### config.mk
export PLATFORM = sky130hd
export DESIGN_NAME = led_blink_seq
export DESIGN_NICKNAME = d
export VERILOG_FILES = /design/src/rtl/led_seq_pkg.sv /design/src/rtl/led_unit_timer.sv /design/src/rtl/led_chan.sv /design/src/rtl/led_status_mux.sv /design/src/rtl/led_blink_seq.sv
export SDC_FILE = /design/constraint.sdc
export NUM_CORES = 1
export LEC_CHECK = 0
export BUFFER_PORTS_ARGS = -buffer_cell sky130_fd_sc_hd__buf_4
export CORE_MARGIN = 1.5
export CORE_UTILIZATION = 40
export CTS_CLUSTER_DIAMETER = 40
export CTS_CLUSTER_SIZE = 10
export DETAILED_ROUTE_END_ITERATION = 8
export PLACE_DENSITY = 0.64
export SYNTH_ARGS = -nofsm -noshare
export SYNTH_HDL_FRONTEND = slang
export SYNTH_SLANG_ARGS = --single-unit
### constraint.sdc
create_clock -name clk -period 3.5 [get_ports clk]
set_input_delay 0.525 -clock clk [delete_from_list [all_inputs] [get_ports clk]]
set_output_delay 0.525 -clock clk [all_outputs]
set_load 0.005 [all_outputs]
### src/rtl/led_seq_pkg.sv
`timescale 1ns/1ps
package led_seq_pkg;

  typedef enum logic [1:0] {
    LM_OFF   = 2'd0,
    LM_ON    = 2'd1,
    LM_BLINK = 2'd2,
    LM_NONE  = 2'd3
  } led_mode_e;

  typedef enum logic [1:0] {
    PH_LIT  = 2'd0,
    PH_GAP  = 2'd1,
    PH_LONG = 2'd2
  } blink_phase_e;

  typedef struct packed {
    led_mode_e  mode;
    logic [7:0] on_u;
    logic [7:0] off_u;
    logic [7:0] grp_cnt;
    logic [7:0] long_u;
  } led_cfg_t;

  // A programmed length of zero still lasts one unit.
  function automatic logic [7:0] eff_units(input logic [7:0] v);
    return (v == 8'd0) ? 8'd1 : v;
  endfunction

  // Length of the phase currently being timed.
  function automatic logic [7:0] phase_len(input blink_phase_e ph, input led_cfg_t cfg);
    case (ph)
      PH_LIT:  return eff_units(cfg.on_u);
      PH_GAP:  return eff_units(cfg.off_u);
      default: return eff_units(cfg.long_u);
    endcase
  endfunction

  // True when the lit period now ending closes a group.
  function automatic logic group_closes(input logic [7:0] grp_cnt, input logic [7:0] done);
    return (grp_cnt != 8'd0) && ((done + 8'd1) == grp_cnt);
  endfunction

endpackage

### src/rtl/led_unit_timer.sv
`timescale 1ns/1ps
module led_unit_timer #(
  parameter int UNIT_CYCLES = 3125000
) (
  input  logic clk,
  input  logic rst_n,
  input  logic restart,
  output logic unit_done
);
  localparam int CW = (UNIT_CYCLES > 1) ? $clog2(UNIT_CYCLES) : 1;
  localparam logic [CW-1:0] LAST = CW'(UNIT_CYCLES - 1);

  logic [CW-1:0] pre_q;

  assign unit_done = (pre_q == LAST);

  always_ff @(posedge clk or negedge rst_n) begin
    if (!rst_n) begin
      pre_q <= '0;
    end else if (restart || unit_done) begin
      pre_q <= '0;
    end else begin
      pre_q <= pre_q + 1'b1;
    end
  end
endmodule

### src/rtl/led_chan.sv
`timescale 1ns/1ps
module led_chan
  import led_seq_pkg::*;
#(
  parameter int UNIT_CYCLES = 3125000
) (
  input  logic     clk,
  input  logic     rst_n,
  input  logic     pwr_good,
  input  logic     load,
  input  led_cfg_t load_cfg,
  output logic [1:0] mode_o,
  output logic     lit_o,
  output logic     unit_o
);
  led_cfg_t     cfg_q;
  blink_phase_e ph_q;
  logic [7:0]   ivl_q;
  logic [7:0]   done_q;
  logic [7:0]   cur_len;
  logic         ivl_last;
  logic         unit_done;

  led_unit_timer #(.UNIT_CYCLES(UNIT_CYCLES)) tmr_i (
    .clk      (clk),
    .rst_n    (rst_n),
    .restart  (load || !pwr_good),
    .unit_done(unit_done)
  );

  assign cur_len  = phase_len(ph_q, cfg_q);
  assign ivl_last = (ivl_q == (cur_len - 8'd1));

  always_ff @(posedge clk or negedge rst_n) begin
    if (!rst_n) begin
      cfg_q  <= '{mode: LM_OFF, default: '0};
      ph_q   <= PH_LIT;
      ivl_q  <= '0;
      done_q <= '0;
    end else if (load) begin
      cfg_q  <= load_cfg;
      ph_q   <= PH_LIT;
      ivl_q  <= '0;
      done_q <= '0;
    end else if (!pwr_good) begin
      ph_q   <= PH_LIT;
      ivl_q  <= '0;
      done_q <= '0;
    end else if (unit_done && cfg_q.mode == LM_BLINK) begin
      if (ivl_last) begin
        ivl_q <= '0;
        case (ph_q)
          PH_LIT: begin
            if (group_closes(cfg_q.grp_cnt, done_q)) begin
              ph_q   <= PH_LONG;
              done_q <= '0;
            end else begin
              ph_q   <= PH_GAP;
              done_q <= done_q + 8'd1;
            end
          end
          default: ph_q <= PH_LIT;
        endcase
      end else begin
        ivl_q <= ivl_q + 8'd1;
      end
    end
  end

  assign mode_o = cfg_q.mode;
  assign lit_o  = (cfg_q.mode == LM_ON) || (cfg_q.mode == LM_BLINK && ph_q == PH_LIT);
  assign unit_o = unit_done;
endmodule

### src/rtl/led_status_mux.sv
`timescale 1ns/1ps
module led_status_mux #(
  parameter int NUM_LEDS = 3,
  parameter int SEL_W    = 2
) (
  input  logic [NUM_LEDS-1:0][1:0] modes,
  input  logic [SEL_W-1:0]         sel,
  output logic [1:0]               status
);
  always_comb begin
    status = 2'd3;
    for (int i = 0; i < NUM_LEDS; i++) begin
      if (sel == SEL_W'(i)) status = modes[i];
    end
  end
endmodule

### src/rtl/led_blink_seq.sv
`timescale 1ns/1ps
module led_blink_seq
  import led_seq_pkg::*;
#(
  parameter int NUM_LEDS    = 3,
  parameter int UNIT_CYCLES = 3125000,
  parameter int SEL_W       = $clog2(NUM_LEDS + 1)
) (
  input  logic                clk,
  input  logic                rst_n,
  input  logic                wr_en,
  input  logic [SEL_W-1:0]    wr_led,
  input  logic [1:0]          wr_mode,
  input  logic [7:0]          wr_on,
  input  logic [7:0]          wr_off,
  input  logic [7:0]          wr_grp,
  input  logic [7:0]          wr_long,
  input  logic [SEL_W-1:0]    rd_sel,
  output logic [1:0]          rd_status,
  input  logic                pwr_good,
  output logic [NUM_LEDS-1:0] led_n,
  output logic                led_active
);
  led_cfg_t                  new_cfg;
  logic [NUM_LEDS-1:0]       wr_hit;
  logic [NUM_LEDS-1:0][1:0]  mode_w;
  logic [NUM_LEDS-1:0]       lit_w;
  logic [NUM_LEDS-1:0]       unit_w;
  logic [NUM_LEDS-1:0]       busy_w;

  assign new_cfg = '{mode: led_mode_e'(wr_mode), on_u: wr_on, off_u: wr_off,
                     grp_cnt: wr_grp, long_u: wr_long};

  for (genvar i = 0; i < NUM_LEDS; i++) begin : g_chan
    assign wr_hit[i] = wr_en && (wr_led == SEL_W'(i)) && (wr_mode != LM_NONE);

    led_chan #(.UNIT_CYCLES(UNIT_CYCLES)) chan_i (
      .clk     (clk),
      .rst_n   (rst_n),
      .pwr_good(pwr_good),
      .load    (wr_hit[i]),
      .load_cfg(new_cfg),
      .mode_o  (mode_w[i]),
      .lit_o   (lit_w[i]),
      .unit_o  (unit_w[i])
    );

    assign busy_w[i] = (mode_w[i] != LM_OFF);
  end

  led_status_mux #(.NUM_LEDS(NUM_LEDS), .SEL_W(SEL_W)) mux_i (
    .modes (mode_w),
    .sel   (rd_sel),
    .status(rd_status)
  );

  assign led_n      = ~(lit_w & {NUM_LEDS{pwr_good}});
  assign led_active = pwr_good && (|busy_w);
endmodule

==> metrics.md <==
| Metric | Value |
|---|---|
| Synth cell count leaders | `dfrtp_1, nor2_1, mux2_2` |
| Synth area leader | `dfrtp_1` |
| First-pass GRT wire length | `48.5 mm` |
| Root buffer cell | `clkbuf_16` |
| Worst skew pair latency | `0.51 ns` |
| CTS Buffer Depth | `3` |
| Max cap viols | `0` |
| Leading post-synthesis cells by cell area | `dfrtp_1, mux2_2, xnor2_1, nor2_1, xor2_1` |
| WP buf/inv | `0` |
| First DRT Iteration DRCs | `643` |
| I/O pins | `48` |
| Synth-to-Final Area Change | `18.5%` |
| EDFF count, synth | `0` |
| Final setup fails | `0` |
| Synth Register Bits | `222` |
| Total gr overflow | `0` |
| Slowest cell on crit path | `or4_1` |
| Chip Width | `178 um` |
| Cells along the critical path | `mux2_2 > mux2i_1 > ha_1 > nor2_1 > or4b_1 > a32oi_1 > nand4_1 > or4_1 > a21oi_1` |
| DR WL/cell | `16.9 um` |
| Core area | `0.0300 mm2` |
| Total die area | `0.0317 mm2` |
| FF/Latch Area | `0.00556 mm2` |
| Synthesized area | `0.0123 mm2` |
| Tot Pwr | `8.08 mW` |
| Fmax | `303 MHz` |
| Final std cells w/o fill | `1706` |
| Leak pwr | `6.03 nW` |
| Final hold vios | `0` |
| Hold Crit Class | `in -> async` |
| Placed cell count | `1641` |
| CP Capture Type | `flip-flop` |
| Via count | `9484` |
| Critical Path RT | `3.93 ns` |
| Setup Total Neg Slack | `0 ns` |
| Minimum clock period | `3.30 ns` |
| TritonCTS clock tree | `yes` |
| Detailed Place HPWL | `20.5 mm` |
| Wirelength, routed | `28.9 mm` |
| Layout cells sized above 1 | `21.7%` |
| CP Class | `reg -> reg` |
| Dpl ws | `-0.000976 ns` |
| # diodes | `0` |
| Run status | `completed` |
| GP Congestion | `0.868` |
| WHS | `0.0628 ns` |
| Count leader, synth | `dfrtp_1` |
| Initial core utilization | `41.0%` |
| Fin area | `0.0145 mm2` |
| Hold buffer count at cts | `0` |
| Seq/Total Area, Yosys | `45.3%` |
| CTS Buf Count | `37` |
| Slew margin rel. | `49.3%` |
| Largest net degree at the start of global routing | `96` |
| Top Family by Delay on Critical Path | `simple AND/OR/NAND/NOR gates` |
| H-Tree Level Count | `2` |
| Final Cycle Share | `94.4%` |
| Yosys top cell area share | `45.3%` |
| CP Launch Type | `flip-flop` |
| Drt drc | `0` |
| Final core occ | `48.6%` |
| Mapped Avg Cell Area | `10.0 um2` |
| Row count | `63` |
| Critical Path AT | `3.74 ns` |
| Syn Inst Count | `1226` |
| Share of synthesized registers carrying an async set or reset | `100%` |
| Crit-path max FO | `7` |
| Primary FF master, synth | `dfrtp_1` |
| Port Buffers | `47` |
| Final WS setup | `0.195 ns` |
| Nets | `1345` |
| Total GRT Usage | `19.0%` |
| Detail Route Antenna Nets | `0` |
| Die H | `178 um` |
| CTS sink count | `222` |
| CP peak stage delay | `0.59 ns` |
| Initial antenna violation count | `0` |
| Pwr/cell area | `556 mW/mm2` |
| Slew @ Worst Pin | `0.761 ns` |
| Peak supply drop | `0.401 mV` |
| Fillers | `2747` |
| Vias in the first global route | `9322` |
| Max Slew Vio Count | `0` |
| Post-synth cell types | `68` |
| Multi-input logic area | `0.00647 mm2` |
| Vias per cell | `5.56` |
| FF-to-FF setup slack | `0.20 ns` |
| Synth Net Count | `1280` |
| Drt first pass iters | `5` |
| Synth warn | `0` |
| Clock transition at the registers of the reported paths | `0.05 ns` |
| Worst Clk Skew | `0.0175 ns` |
| Placed inst area | `0.0132 mm2` |
layout make-up:
class                   count  share of cell area [%]
clock buffers              41                    6.68
well taps                 390                    3.35
flip-flops and latches    222                    38.2
multi-input cells         928                    44.5
repair buffers             83                    4.51
inverters                  19                   0.490
clock inverters            23                    2.32
cell families (layout without fill, tap and decap cells):
logic type	Yosys count	in the layout	synth area share, %
AOI/OAI and AO/OA	162	162	8.73
xor gates and xnor gates	112	112	8.22
buffers and inverters	76	166	2.44
DFF	222	222	45.3
adders and majority gates	12	12	1.22
and+or+nand+nor	498	498	21.0
muxes	144	144	13.1
cells in the final DEF, fill, tap and decap left out, drive strengths merged, types with 10 or more instances in the layout:
master  Yosys  final
and3       25     25
nor2      119    119
or4        20     20
clkbuf     45     41
inv        19     24
xnor2      64     64
nor2b      14     14
nor3       29     29
a21o       12     12
a21oi      32     32
mux2i      28     28
xor2       46     46
or2        12     12
ha         12     12
nand2b     10     10
o21ai      37     37
nand4      18     18
nor4       21     21
buf        12     83
o31ai      10     10
or3        17     17
mux2      116    116
nand3      71     71
dfrtp     222    222
nand2      95     95
o211ai     18     18
worst reg2reg max path: stages, from the launching register on:
cell	delay, ns
dfrtp_1	0.39
mux2_2	0.35
mux2i_1	0.27
ha_1	0.32
nor2_1	0.09
or4b_1	0.49
a32oi_1	0.27
nand4_1	0.30
or4_1	0.59
a21oi_1	0.15
power breakdown:
part | internal, mW | switching [mW] | total [mW]
Clock | 2.53 | 1.30 | 3.83
Combinational | 0.599 | 0.541 | 1.14
Sequential | 2.84 | 0.265 | 3.11
state kept, by name, indices dropped and copies added (netlist names):
register,count
g_chan.chan_i.cfg_q,96
g_chan.chan_i.tmr_i.pre_q,66
g_chan.chan_i.done_q,24
g_chan.chan_i.ivl_q,24
g_chan.chan_i.mode_o,6
g_chan.chan_i.ph_q,6
layer usage:
layer  vias up  routed length [um]  GRT usage, %
li1       4550                   -             -
met1      4720               14100          27.3
met2       168               12900          29.5
met3        46                1250          3.26
met4         0                 625          5.31
met5         -                   0             0
timing repair:
action                                  CTS  global route
endpoints found under the setup margin    1            21
resized for setup                         1             9
pin swaps                                 0             2
setup buffers                             0             1
final timing paths:
check	endpoint	from	depth (start not counted)
setup / recovery	g_chan[0].chan_i.done_q[3]	g_chan[0].chan_i.ph_q[0]	9
hold / removal	g_chan[2].chan_i.cfg_q[23]	rst_n	1
setup reg to reg	g_chan[0].chan_i.done_q[3]	g_chan[0].chan_i.ph_q[0]	9
hold reg to reg	g_chan[0].chan_i.tmr_i.pre_q[0]	g_chan[0].chan_i.tmr_i.pre_q[0]	1
max in group asynchronous	g_chan[1].chan_i.tmr_i.pre_q[11]	rst_n	2
min in group clk	g_chan[2].chan_i.cfg_q[13]	wr_grp[5]	2
No activity file was read; power rests on OpenSTA's default activity.
